[src/rtl/fbr_pkg.sv]
package fbr_pkg;

    localparam int DATA_W    = 8;
    localparam int PRG_W     = 6;
    localparam int WINDOWS   = 4;
    localparam int CHR_W     = 8;
    localparam int SLOTS     = 8;
    localparam int WIN_IDX_W = $clog2(WINDOWS);
    localparam int SLOT_IDX_W = $clog2(SLOTS);

    localparam logic [15:0] ADDR_CTL_BASE  = 16'h43FE;
    localparam logic [15:0] ADDR_MODE      = 16'h4411;
    localparam logic [15:0] ADDR_SLOT_BASE = 16'h4400;
    localparam logic [15:0] ADDR_CUR_SLOT  = 16'h4420;

    localparam int MODE_BIT_512 = 7;
    localparam int MODE_BIT_1K  = 6;
    localparam int CTL_BIT_HI   = 6;

    typedef struct packed {
        logic                  win_we;
        logic [WIN_IDX_W-1:0]  win_idx;
        logic                  ctl_we;
        logic                  ctl_off;
        logic                  mode_we;
        logic                  slot_we;
        logic [SLOT_IDX_W-1:0] slot_idx;
    } wr_strobe_t;

    typedef struct packed {
        logic [WINDOWS-1:0][DATA_W-1:0] win;
        logic                           en256;
        logic                           prg_hi;
        logic [1:0]                     chr8k;
        logic [DATA_W-1:0]              mode;
        logic [SLOTS-1:0][CHR_W-1:0]    slot;
    } bank_state_t;

    typedef enum logic [1:0] {
        PRG_SRC_LATCH = 2'd0,
        PRG_SRC_256   = 2'd1,
        PRG_SRC_512   = 2'd2
    } prg_src_e;

    function automatic logic [PRG_W-1:0] bank_from_reg(
        input prg_src_e         src,
        input logic [DATA_W-1:0] r,
        input logic              hi,
        input logic [PRG_W-1:0]  latch
    );
        logic [PRG_W-1:0] b;
        unique case (src)
            PRG_SRC_512: b = r[7:2];
            PRG_SRC_256: b = {1'b0, hi, r[5:2]};
            default:     b = latch;
        endcase
        return b;
    endfunction

endpackage

[src/rtl/fbr_decode.sv]
module fbr_decode
    import fbr_pkg::*;
(
    input  logic [15:0] cpu_addr,
    input  logic        cpu_we,
    output wr_strobe_t  strobe
);
    always_comb begin
        strobe          = '0;
        strobe.win_idx  = cpu_addr[14:13];
        strobe.slot_idx = cpu_addr[SLOT_IDX_W-1:0];
        strobe.ctl_off  = cpu_addr[0];
        if (cpu_we) begin
            strobe.win_we  = cpu_addr[15];
            strobe.ctl_we  = (cpu_addr[15:1] == ADDR_CTL_BASE[15:1]);
            strobe.mode_we = (cpu_addr == ADDR_MODE);
            strobe.slot_we = (cpu_addr[15:SLOT_IDX_W] == ADDR_SLOT_BASE[15:SLOT_IDX_W]);
        end
    end
endmodule

[src/rtl/fbr_regs.sv]
module fbr_regs
    import fbr_pkg::*;
(
    input  logic              clk,
    input  logic              rst,
    input  wr_strobe_t        strobe,
    input  logic [DATA_W-1:0] wdata,
    output bank_state_t       st
);
    always_ff @(posedge clk) begin
        if (rst) begin
            st <= '0;
        end else begin
            if (strobe.win_we) begin
                st.win[strobe.win_idx] <= wdata;
                st.chr8k               <= wdata[1:0];
            end
            if (strobe.ctl_we) begin
                st.en256  <= ~strobe.ctl_off;
                st.prg_hi <= wdata[CTL_BIT_HI];
                st.chr8k  <= wdata[1:0];
            end
            if (strobe.mode_we) begin
                st.mode <= wdata;
            end
            if (strobe.slot_we) begin
                st.slot[strobe.slot_idx] <= wdata;
            end
        end
    end
endmodule

[src/rtl/fbr_prg_map.sv]
module fbr_prg_map
    import fbr_pkg::*;
(
    input  bank_state_t                  st,
    input  logic [WINDOWS*PRG_W-1:0]     latch_prg,
    output logic [WINDOWS*PRG_W-1:0]     prg_bank,
    output logic                         ext_active
);
    prg_src_e src;

    always_comb begin
        if (st.mode[MODE_BIT_512])  src = PRG_SRC_512;
        else if (st.en256)          src = PRG_SRC_256;
        else                        src = PRG_SRC_LATCH;
    end

    assign ext_active = (src != PRG_SRC_LATCH);

    for (genvar w = 0; w < WINDOWS; w++) begin : g_win
        assign prg_bank[w*PRG_W +: PRG_W] =
            bank_from_reg(src, st.win[w], st.prg_hi, latch_prg[w*PRG_W +: PRG_W]);
    end
endmodule

[src/rtl/fbr_chr_map.sv]
module fbr_chr_map
    import fbr_pkg::*;
(
    input  bank_state_t              st,
    input  logic [12:0]              ppu_addr,
    output logic [SLOTS*CHR_W-1:0]   chr_bank,
    output logic [CHR_W-1:0]         chr_now,
    output logic [CHR_W-1:0]         slot_now
);
    localparam int PAD_W = CHR_W - 2 - SLOT_IDX_W;

    logic [SLOT_IDX_W-1:0] sel;
    assign sel = ppu_addr[12:10];

    for (genvar i = 0; i < SLOTS; i++) begin : g_slot
        localparam logic [SLOT_IDX_W-1:0] IDX = SLOT_IDX_W'(i);
        assign chr_bank[i*CHR_W +: CHR_W] = st.mode[MODE_BIT_1K] ? st.slot[i]
                                          : {{PAD_W{1'b0}}, st.chr8k, IDX};
    end

    assign chr_now  = chr_bank[sel*CHR_W +: CHR_W];
    assign slot_now = st.slot[sel];
endmodule

[src/rtl/fine_bank_regfile.sv]
module fine_bank_regfile
    import fbr_pkg::*;
(
    input  logic        clk,
    input  logic        rst,
    input  logic [15:0] cpu_addr,
    input  logic [7:0]  cpu_wdata,
    input  logic        cpu_we,
    output logic [7:0]  cpu_rdata,
    input  logic [12:0] ppu_addr,
    input  logic [23:0] latch_prg,
    output logic [23:0] prg_bank,
    output logic        ext_prg_active,
    output logic [63:0] chr_bank,
    output logic [7:0]  chr_bank_now
);
    wr_strobe_t        strobe;
    bank_state_t       st;
    logic [CHR_W-1:0]  slot_now;

    fbr_decode u_dec (
        .cpu_addr (cpu_addr),
        .cpu_we   (cpu_we),
        .strobe   (strobe)
    );

    fbr_regs u_regs (
        .clk    (clk),
        .rst    (rst),
        .strobe (strobe),
        .wdata  (cpu_wdata),
        .st     (st)
    );

    fbr_prg_map u_prg (
        .st         (st),
        .latch_prg  (latch_prg),
        .prg_bank   (prg_bank),
        .ext_active (ext_prg_active)
    );

    fbr_chr_map u_chr (
        .st       (st),
        .ppu_addr (ppu_addr),
        .chr_bank (chr_bank),
        .chr_now  (chr_bank_now),
        .slot_now (slot_now)
    );

    always_comb begin
        cpu_rdata = '0;
        if (cpu_addr[15:SLOT_IDX_W] == ADDR_SLOT_BASE[15:SLOT_IDX_W])
            cpu_rdata = st.slot[cpu_addr[SLOT_IDX_W-1:0]];
        else if (cpu_addr == ADDR_MODE)
            cpu_rdata = st.mode;
        else if (cpu_addr == ADDR_CUR_SLOT)
            cpu_rdata = slot_now;
    end
endmodule

[config.mk]
export PLATFORM = sky130hd
export DESIGN_NAME = fine_bank_regfile
export DESIGN_NICKNAME = d
export VERILOG_FILES = /design/src/rtl/fbr_pkg.sv /design/src/rtl/fbr_decode.sv /design/src/rtl/fbr_regs.sv /design/src/rtl/fbr_prg_map.sv /design/src/rtl/fbr_chr_map.sv /design/src/rtl/fine_bank_regfile.sv
export SDC_FILE = /design/constraint.sdc
export NUM_CORES = 1
export LEC_CHECK = 0
export BUFFER_PORTS_ARGS = -buffer_cell sky130_fd_sc_hd__buf_2
export CAP_MARGIN = 20
export CORE_MARGIN = 3
export CORE_UTILIZATION = 50
export CTS_CLUSTER_SIZE = 8
export DETAILED_ROUTE_END_ITERATION = 7
export PLACE_DENSITY = 0.77
export RECOVER_POWER = 100
export REMOVE_ABC_BUFFERS = 1
export SLEW_MARGIN = 15
export SYNTH_ARGS = -nofsm -noshare
export SYNTH_HDL_FRONTEND = slang
export SYNTH_SLANG_ARGS = --single-unit
[constraint.sdc]
create_clock -name clk -period 5.15 [get_ports clk]
set_input_delay 0.7725 -clock clk [delete_from_list [all_inputs] [get_ports clk]]
set_output_delay 0.7725 -clock clk [all_outputs]
set_load 0.01 [all_outputs]
Word level (Yosys, flattened, before mapping)
Index checks and enable logic that the tools add are counted.
{ "word_totals": {"regBits": 108, "input_bits": 64, "output_inout_bits": 105, "word_cells": 65} }
{ "op_classes": {"order_cmp": 5, "n_eq_ne": 6, "n_shift": 1, "n_mux": 32, "n_bitwise": 1, "reduce_logical": 4} }
{ "op_table": {"columns": ["op", "n"], "rows": [
  ["$mux 8", 15],
  ["$bwmux 64", 1],
  ["$shiftx 64x7->8", 1],
  ["$bmux 8 s3", 2],
  ["$pmux 6 s2", 4],
  ["$bwmux 32", 1],
  ["$eq 16x15->1 const B", 2],
  ["$demux 8 s3", 1],
  ["$demux 8 s2", 1],
  ["$eq 15x14->1 const B", 1],
  ["$eq 13x12->1 const B", 1],
  ["$lt 3x4->1 const B", 2],
  ["$mux 2", 4],
  ["$reduce_bool 2->1", 2],
  ["$ge 3x1->1 const B", 1],
  ["$lt 2x3->1 const B", 1],
  ["$mux 1", 3],
  ["$eq 2x1->1 const B", 1],
  ["$eq 2x2->1 const B", 1],
  ["$ge 2x1->1 const B", 1],
  ["$logic_and 1x1->1", 2],
  ["$not 1->1", 1]
]} }

Longest topological paths before layout
Gate-level depths: netlist of run 1.
{ "depth": {"depth_word": 5, "depth_mapped": 7, "ltp_nobuf": 4} }

Cells and area by module
Synthesis of run 1 repeated with hierarchy kept, for this count alone.
{ "hier_totals": {"hier_cells": 676, "area_unflattened_um2": 6774.0} }
{ "by_module_without_submodules": {"columns": ["mod", "n_inst", "cells_per_inst", "area_each_um2", "seq_area_each_um2"], "rows": [
  ["fbr_regs", 1, 377, 4200.3, 2162.1],
  ["fbr_chr_map", 1, 166, 1244.9, 0.0],
  ["fine_bank_regfile", 1, 73, 765.7, 0.0],
  ["fbr_prg_map", 1, 38, 400.4, 0.0],
  ["fbr_decode", 1, 22, 162.7, 0.0]
]} }

Worst setup path before layout of run 1
OpenSTA, ideal clock, no wires.
{ "synth_timing": {"path_kind": "in2out", "from": "input cpu_addr[6]", "to": "output cpu_rdata[1]", "arrival_time_ns": 2.324, "required_ns": 4.378, "setup_slack_ns": 2.053, "cell_stages": 4, "n_path_buf": 0, "path_cell_list": "or4_1 > or4b_1 > nor4_4 > a221o_1"} }
{ "synth_between": {"elab_chain_len": 4, "elab_cells_between_ends": 6, "cone_classes": "eq/ne: 3; mux: 3"} }
{ "synth_lines": {"columns": ["item", "line_no", "source"], "rows": [
  ["from (decl)", "fine_bank_regfile.sv:6", "input logic [15:0] cpu_addr,"],
  ["$eq 16x15->1", "fine_bank_regfile.sv:56", "else if (cpu_addr == ADDR_CUR_SLOT)"],
  ["$mux 8", "fine_bank_regfile.sv:56", null],
  ["$mux 8", "fine_bank_regfile.sv:54", "else if (cpu_addr == ADDR_MODE)"],
  ["$mux 8 (*)", "fine_bank_regfile.sv:52", "if (cpu_addr[15:SLOT_IDX_W] == ADDR_SLOT_BASE[15:SLOT_IDX_W])"],
  ["to (decl)", "fine_bank_regfile.sv:9", "output logic [7:0] cpu_rdata,"]
]} }
Mark *: on every way between the ends. The rest lies on a longest branch, timed or not.

Final worst setup path of run 1
{ "layout_timing": {"from": "input ppu_addr[10]", "to": "output cpu_rdata[7]"} }
{ "layout_between": {"elab_chain_len": 5} }
{ "layout_lines": {"columns": ["item", "line_no", "source"], "rows": [
  ["from (decl)", "fine_bank_regfile.sv:10", "input logic [12:0] ppu_addr,"],
  ["$bmux 8 s3", "fbr_chr_map.sv:22", "assign slot_now = st.slot[sel];"],
  ["$mux 8 (implied by the code)", "fbr_chr_map.sv:22", null],
  ["$mux 8", "fine_bank_regfile.sv:56", null],
  ["$mux 8", "fine_bank_regfile.sv:54", null],
  ["$mux 8", "fine_bank_regfile.sv:52", null]
]} }
Every way passes these cells. The select of a mux whose other input is x is not followed.

==> results of run 1 <==
## where the power goes
group          total, mW  switching, mW  internal [mW]
clock              0.647          0.292          0.355
sequential         0.781        0.00303          0.778
combinational      0.174          0.104         0.0697
## cell type report
type / count / area (um^2) / area share
tap: 168 / 210 / 0.0293
clock buffer: 13 / 260 / 0.0362
inverter: 8 / 30.0 / 0.00418
multi-input combinational: 493 / 3950 / 0.550
timing repair buffer: 161 / 704 / 0.0981
sequential: 100 / 2000 / 0.279
clock inverter: 3 / 21.3 / 0.00296
## through the flow
step                hold WS [ns]  cell area (um^2)  worst slack [ns]
CTS                        0.489              7330              1.42
detailed placement         0.478              7050              1.42
finish                     0.488              7180             0.951
global route               0.514              7180             0.760
global placement           0.463              7050              1.43
floorplan                  0.452              6030              1.93
## cell families after synthesis
logic type | count (synthesis)
muxes | 167
and+or+nand+nor | 273
buffers and inverters | 62
DFF | 100
AOI/OAI and AO/OA | 53
## cells in the final DEF, fill, tap and decap left out, types with 3 or more instances in the layout
cell type,count
a21oi_1,5
a221o_1,9
a22o_1,5
a22oi_1,5
a31oi_1,3
and2_0,21
and2_1,21
buf_2,74
clkbuf_1,87
clkbuf_16,9
dfxtp_1,100
inv_1,8
mux2_2,23
mux2i_1,118
mux4_2,25
nand2_1,54
nand2b_1,95
nand3_1,3
nand3b_1,6
nor2_1,41
nor4_1,5
o21ai_0,11
or4_1,6
or4b_1,3
## worst reg2reg max path, cell delays in order (launching register included)
cell	delay, ns
dfxtp_1	1.08
nand2b_1	0.12
mux2i_1	0.16
## layer usage
layer / GRT usage / vias up / wire (um)
li1: - / 2550 / -
met1: 0.353 / 2704 / 7770
met2: 0.420 / 315 / 8600
met3: 0.0509 / 41 / 1720
met4: 0.108 / 0 / 455
met5: 0 / - / 0
## path summary, 6_finish.rpt
path                 start             to  slack [ns]  cells past startpoint
min reg2reg  u_regs.st[68]  u_regs.st[68]        0.49                      2
max           ppu_addr[10]   cpu_rdata[7]        0.95                      6
min          u_regs.st[68]  u_regs.st[68]        0.49                      2
max reg2reg  u_regs.st[70]  u_regs.st[70]        3.72                      2
==> impl_metrics.yaml, run 1 <==
run_status:
  status: "finished, violations left"
  failed_checks: "max-capacitance violations, max-slew violations"
synthesis:
  syn_avg_cell_area_um2: 9.53
  yosysTopAreaCellShare: 0.321
  synth_top_area_cell: "dfxtp_1"
  synthMuxAreaShare: 0.323
  synth_xor_area_frac: 0
  synth_common_cells: "mux2i_1 (118), dfxtp_1 (100), nand2b_1 (95), nand2_1 (51), and2_1 (42)"
  ys.flop_type: "dfxtp_1"
  netlist_area_mm2: 0.00624
  synth_cells: 655
  synth_seq_cells: 100
  synth-seq-area-share: 0.321
  yosysUniqueCellTypes: 52
  synth_top_family_by_area: "multiplexers"
  synthMostInstantiatedCell: "mux2i_1"
  async_reset_ff_frac: 0
  yosys_warnings: 0
  synth_edf_count: 0
  synthAdderAreaFrac: 0
  synth-compound-area-share: 0.0643
  synth-simple-area-share: 0.253
  synth_area_leaders: "dfxtp_1 (32%), mux2i_1 (19%), nand2b_1 (9.5%)"
final_layout:
  regMostFlops: "u_regs.st"
  reg_top3: "u_regs.st (100)"
  n_fill_cell: 1108
  syn_to_final_growth_pct: 15.0
  fin_nets: 837
  largest_reg_flops: 100
  final_cells: 946
  fin_util: 0.593
  n_antenna_cell: 0
  layout-drive-gt1-share: 0.185
power:
  p_per_area_mw_per_mm2: 223
  ir_worst_vdd_v: 0.000151
  power.leakage_nw: 3.21
  power.total_mw: 1.60
placement:
  gp_congestion: 0.907
  io_buffer_count: 158
  hpwl_um: 13500
  dp.cells: 930
critical_path:
  start_kind: "input port"
  slowest_stage: "clkbuf_1"
  arrival_ns: 3.43
  cp_data_required_time_ns: 4.38
  cp_slowest_stage_delay_ns: 1.24
  path_delay_family: "buffers and inverters"
  crit_top_cell: "clkbuf_1"
  crit_fanout: 22
  end_kind: "output pin"
  critPathBufInv: 2
  critPathKind: "input port to output pin"
  cp_cell_sequence: "clkbuf_1, mux4_2, mux2_2, a22oi_1, a31oi_1, clkbuf_1"
detailed_routing:
  num_vias: 5610
  drt_wl_total_um: 18600
  vias_per_cell: 5.93
  drt_iter0_drc: 361
  drc: 0
  ant_nets: 0
  avgRoutedWirePerCell_um: 19.6
  first_pass_iters: 5
sta:
  final-hold-violation-count: 0
  setup-violations-final: 0
  setup_tns_ns: 0
  period_needed_ns: 4.20
  max_freq_mhz: 238
  grt_setup_unrepaired: "no"
  min_period_over_period: 0.815
  drv_slew: 51
  relSlewSlack: -0.170
  tightest_slew_ns: 1.75
  skew_ns: 0
die:
  core_mm2: 0.0121
  start_util: 0.515
  fp-row-count: 40
  io_pins: 169
  die_w_um: 118
  dieHeight_um: 118
  dieArea_mm2: 0.0139
global_route:
  first_global_vias: 5581
  grt_pass1_wl_um: 29700
  antenna_found_initial: 0
  gr-usage-all-layers: 0.264
  grt_start_max_net_pins: 68
  grt_overflow_total: 0
min_path:
  hold_class: "register to register"
clocking:
  clk_root_buffer_cell: "clkbuf_16"
  clock-sinks: 100
  cts_tree: "done"
  holdBufCountCts: 0
  cts-resized-gates: 0
  cts.path.max_buffers: 2
  clkTransAtPathRegs_ns: 0.06
  clock_latency_ns: 0.34
  cts_buffers: 9
  post_cts.repair.setup_buffers: 0
  cts_max_level: 3
job:
  maxCapViolCount: 2
Power figures use the tool's default switching activity.
==> run 2: changes to the inputs <==
--- a/config.mk
+++ b/config.mk
@@ -5,13 +5,14 @@
 export SDC_FILE = /design/constraint.sdc
 export NUM_CORES = 1
 export LEC_CHECK = 0
+export ABC_AREA = 1
 export BUFFER_PORTS_ARGS = -buffer_cell sky130_fd_sc_hd__buf_2
 export CAP_MARGIN = 20
 export CORE_MARGIN = 3
 export CORE_UTILIZATION = 50
 export CTS_CLUSTER_SIZE = 8
 export DETAILED_ROUTE_END_ITERATION = 7
-export PLACE_DENSITY = 0.77
+export PLACE_DENSITY = 0.76
 export RECOVER_POWER = 100
 export REMOVE_ABC_BUFFERS = 1
 export SLEW_MARGIN = 15
==> constraint.sdc (replaced) <==
create_clock -name clk -period 4 [get_ports clk]
set_input_delay 0.6 -clock clk [delete_from_list [all_inputs] [get_ports clk]]
set_output_delay 0.6 -clock clk [all_outputs]
set_load 0.01 [all_outputs]
==> run 2 against run 1 <==
The run now ends clean. Final area up 8.4%. Critical path depth up 2. Non-clock buffer count up 7. Total power up 37%. Largest power group unchanged. Highest routed layer unchanged.
==> impl_metrics.yaml, run 2 <==
die:
  dieArea_mm2: 0.0151
  io_pins: 169
  start_util: 0.514
  core_mm2: 0.0133
  dieHeight_um: 123
  fp-row-count: 42
  die_w_um: 123
synthesis:
  synth_common_cells: "nand2_1 (495), nor2_1 (234), inv_1 (135), dfxtp_1 (100), o21ai_0 (67)"
  synth_area_leaders: "dfxtp_1 (29%), nand2_1 (27%), nor2_1 (13%)"
  synthMostInstantiatedCell: "nand2_1"
  synth_seq_cells: 100
  yosysTopAreaCellShare: 0.293
  synth_cells: 1245
  synth-simple-area-share: 0.510
  syn_avg_cell_area_um2: 5.49
  yosys_warnings: 0
  async_reset_ff_frac: 0
  synth_top_family_by_area: "simple AND/OR/NAND/NOR gates"
  synth_edf_count: 0
  synthAdderAreaFrac: 0
  synth_xor_area_frac: 0
  ys.flop_type: "dfxtp_1"
  synth-compound-area-share: 0.0760
  netlist_area_mm2: 0.00684
  yosysUniqueCellTypes: 30
  synth_top_area_cell: "dfxtp_1"
  synth-seq-area-share: 0.293
  synthMuxAreaShare: 0
final_layout:
  ff_latch_area_mm2: 0.00200
  regMostFlops: "u_regs.st"
  final_common_cell: "nand2_1"
  reg_top3: "u_regs.st (100)"
  largest_reg_flops: 100
  n_antenna_cell: 0
  syn_to_final_growth_pct: 13.9
  layout_common_cells: "nand2_1 (495), nor2_1 (234), inv_1 (134), dfxtp_1 (100), clkbuf_1 (99)"
  finalInstanceArea_mm2: 0.00778
  fin_nets: 1421
  multi_input_area_mm2: 0.00399
  n_fill_cell: 1410
  layout-drive-gt1-share: 0.0837
clocking:
  clock_latency_ns: 0.35
  clkTransAtPathRegs_ns: 0.07
  holdBufCountCts: 0
  cts-resized-gates: 0
  clock-sinks: 100
  cts_buffers: 9
  cts.path.max_buffers: 2
  cts_max_level: 3
  post_cts.repair.setup_buffers: 0
  cts_tree: "done"
  clk_root_buffer_cell: "clkbuf_16"
placement:
  gp_congestion: 0.865
  place_ws_ns: 1.01
  placed_area_mm2: 0.00763
  io_buffer_count: 158
  hpwl_um: 14900
detailed_routing:
  num_vias: 7796
  drt_iter0_drc: 728
  vias_per_cell: 5.07
  drt_wl_total_um: 21600
  first_pass_iters: 6
  ant_nets: 0
  avgRoutedWirePerCell_um: 14.1
  drc: 0
global_route:
  antenna_found_initial: 0
  first_global_vias: 6744
  grt_start_max_net_pins: 60
  grt_pass1_wl_um: 34000
  gr-usage-all-layers: 0.286
  grt_overflow_total: 0
sta:
  max_freq_mhz: 301
  min_period_over_period: 0.831
  grt_setup_unrepaired: "no"
  final-hold-violation-count: 0
  skew_ns: 0
  period_needed_ns: 3.33
  setup_tns_ns: 0
  whs_ns: 0.462
  drv_slew: 0
  relSlewSlack: 0.0384
  setup-violations-final: 0
  setup_slack_ns: 0.674
  tightest_slew_ns: 1.44
power:
  p_per_area_mw_per_mm2: 281
  power.leakage_nw: 4.24
  ir_worst_vdd_v: 0.000271
critical_path:
  critPathKind: "register to output pin"
  reg2reg_depth: 3
  start_kind: "register"
  end_kind: "output pin"
  cp_data_required_time_ns: 3.40
  crit_fanout: 34
  arrival_ns: 2.73
job:
  maxCapViolCount: 0
run_status:
  status: "completed"
min_path:
  hold_class: "register to register"
  min_path_cells: 2
## run 2: routing by layer
metal | part of all wire | vias to the layer above | global-route usage
li1 | - | 3997 | -
met1 | 0.43 | 3400 | 0.387
met2 | 0.45 | 362 | 0.457
met3 | 0.096 | 37 | 0.0640
met4 | 0.023 | 0 | 0.0889
met5 | 0 | - | 0
## run 2: final timing paths
kind         slack [ns]     startpoint         endpoint
max                0.67  u_regs.st[70]  chr_bank_now[0]
min                0.46  u_regs.st[69]    u_regs.st[69]
min reg2reg        0.46  u_regs.st[69]    u_regs.st[69]
max reg2reg        2.06  u_regs.st[70]    u_regs.st[70]
## run 2: critical path, stage by stage, from the launching register on
cell     delay [ns]
dfxtp_1        1.19
buf_4          0.36
nand2_1        0.07
inv_1          0.07
nor2_1         0.04
o21ai_0        0.29
nand2_1        0.15
nand2_1        0.09
buf_2          0.12
## run 2: through the flow
step / util / power, mW / instances
6_report: 0.586 / 2.19 / 1538
5_1_grt: 0.586 / 2.27 / 1538
4_1_cts: 0.596 / 2.20 / 1538
3_5_place_dp: 0.574 / 1.31 / 1522
3_3_place_gp: 0.574 / 1.31 / 1522
2_1_floorplan: - / 1.16 / 1178
## run 2: cell families after synthesis
logic type      count (synthesis)
flops                         100
buf+inv                       208
compound gates                101
simple gates                  836
## run 2: final cells by class
class / instances / area share
inverters: 141 / 0.0680
clock buffers: 12 / 0.0329
well taps: 176 / 0.0283
multi-input cells: 937 / 0.512
repair buffers: 168 / 0.0951
flip-flops and latches: 100 / 0.257
clock inverters: 4 / 0.00611
## run 2: power by group
part | total (mW) | switching (mW) | leakage (nW) | internal [mW]
clock network | 0.902 | 0.385 | 0.149 | 0.517
logic | 0.276 | 0.198 | 3.29 | 0.0781
registers | 1.01 | 0.00472 | 0.807 | 1.00
total | 2.19 | 0.588 | 4.24 | 1.60
==> run 3: changes to the inputs <==
--- a/config.mk
+++ b/config.mk
@@ -9,10 +9,10 @@
 export BUFFER_PORTS_ARGS = -buffer_cell sky130_fd_sc_hd__buf_2
 export CAP_MARGIN = 20
 export CORE_MARGIN = 3
-export CORE_UTILIZATION = 50
+export CORE_UTILIZATION = 49
 export CTS_CLUSTER_SIZE = 8
 export DETAILED_ROUTE_END_ITERATION = 7
-export PLACE_DENSITY = 0.76
+export PLACE_DENSITY = 0.77
 export RECOVER_POWER = 100
 export REMOVE_ABC_BUFFERS = 1
 export SLEW_MARGIN = 15
==> constraint.sdc (replaced) <==
create_clock -name clk -period 2.75 [get_ports clk]
set_input_delay 0.4125 -clock clk [delete_from_list [all_inputs] [get_ports clk]]
set_output_delay 0.4125 -clock clk [all_outputs]
set_load 0.01 [all_outputs]
==> run 3 against run 2 <==
Via count up 1.5%. Combinational power up 51%. Clock power grew 75%. Clock skew is the same. Count of clock-buffer cells in the layout decreased by 1. Die area grew 1.9%. Final area grew 2.3%. Critical path depth is 4 lower. Non-clock buffer count grew 8. First-iteration DRC count rose by 1.4%.
==> impl_metrics.yaml, run 3 (synthesis results as in run 2) <==
critical_path:
  crit_top_cell: "clkbuf_1"
  cp_data_required_time_ns: 2.34
  cp_cell_sequence: "clkbuf_1, nand2_1, inv_1, clkbuf_1"
  end_kind: "output pin"
  crit_fanout: 20
  arrival_ns: 2.03
  start_kind: "register"
  slowest_stage: "dfxtp_2"
  critPathKind: "register to output pin"
  cp_slowest_stage_delay_ns: 0.66
power:
  power.leakage_nw: 4.33
  p_per_area_mw_per_mm2: 435
  ir_worst_vdd_v: 0.000276
  power.total_mw: 3.47
die:
  core_mm2: 0.0135
  io_pins: 169
  fp-row-count: 42
  die_w_um: 124
  start_util: 0.508
  dieArea_mm2: 0.0154
  dieHeight_um: 124
global_route:
  grt_pass1_wl_um: 35100
  grt_overflow_total: 0
  first_global_vias: 7067
  antenna_found_initial: 0
  gr-usage-all-layers: 0.287
  grt_start_max_net_pins: 48
final_layout:
  reg_top3: "u_regs.st (100)"
  finalInstanceArea_mm2: 0.00796
  layout_common_cells: "nand2_1 (495), nor2_1 (234), inv_1 (135), clkbuf_1 (102), dfxtp_1 (99)"
  syn_to_final_growth_pct: 16.5
  n_antenna_cell: 0
  layout-drive-gt1-share: 0.0869
  final_common_cell: "nand2_1"
  final_cells: 1545
  regMostFlops: "u_regs.st"
  fin_util: 0.592
  largest_reg_flops: 100
  fin_nets: 1429
detailed_routing:
  num_vias: 7913
  ant_nets: 0
  drt_wl_total_um: 21800
  avgRoutedWirePerCell_um: 14.1
  first_pass_iters: 5
  vias_per_cell: 5.12
  drt_iter0_drc: 738
  drc: 0
clocking:
  clock-sinks: 100
  clock_latency_ns: 0.34
  cts_max_level: 3
  clkTransAtPathRegs_ns: 0.07
  clk_root_buffer_cell: "clkbuf_16"
  cts_buffers: 9
  cts-resized-gates: 0
  post_cts.repair.setup_buffers: 0
  cts_tree: "done"
  cts.path.max_buffers: 2
  holdBufCountCts: 0
sta:
  drv_slew: 0
  relSlewSlack: 0.0796
  setup_tns_ns: 0
  max_freq_mhz: 410
  skew_ns: 0
  setup_slack_ns: 0.311
  grt_setup_unrepaired: "no"
  min_period_over_period: 0.887
  tightest_slew_ns: 1.38
  whs_ns: 0.436
  setup-violations-final: 0
  final-hold-violation-count: 0
  period_needed_ns: 2.44
placement:
  placed_area_mm2: 0.00776
  gp_congestion: 0.875
  io_buffer_count: 158
  hpwl_um: 15200
  dp.cells: 1530
  place_ws_ns: 0.483
min_path:
  hold_class: "input port to register"
job:
  maxCapViolCount: 0
run_status:
  status: "completed"
[run 3: worst paths after layout]
path / start / to / slack (ns) / cells after the start
setup / recovery: u_regs.st[70] / chr_bank[10] / 0.31 / 4
hold / removal: rst / u_regs.st[66] / 0.44 / 2
setup reg to reg: u_regs.st[70] / u_regs.st[70] / 1.78 / 2
hold reg to reg: u_regs.st[66] / u_regs.st[66] / 0.46 / 2
[run 3: final cells by class]
class / count / area [um^2]
repair buffers: 176 / 843
fillers: 1409 / 5490
multi-input cells: 937 / 4000
flip-flops and latches: 100 / 2000
clock buffers: 11 / 253
well taps: 176 / 220
clock inverters: 4 / 120
inverters: 141 / 529
[run 3: layer usage]
layer	global-route usage	share of wire	wire length [um]
met1	0.398	0.43	9270
met2	0.452	0.45	9860
met3	0.0368	0.091	1970
met4	0.116	0.030	660
met5	0	0	0
[run 3: where the power goes]
group	switching, mW	leakage (nW)	internal, mW	total (mW)
clock network	0.554	0.182	1.03	1.58
registers	0.00690	0.808	1.46	1.47
logic	0.293	3.34	0.125	0.418
total	0.854	4.33	2.61	3.47
[run 3: worst max-delay path, delay by kind of cell (launching register included)]
family / cells / cell delay (ns)
flip-flops: 1 / 0.66
AND/OR/NAND/NOR: 1 / 0.14
buffers and inverters: 3 / 0.87
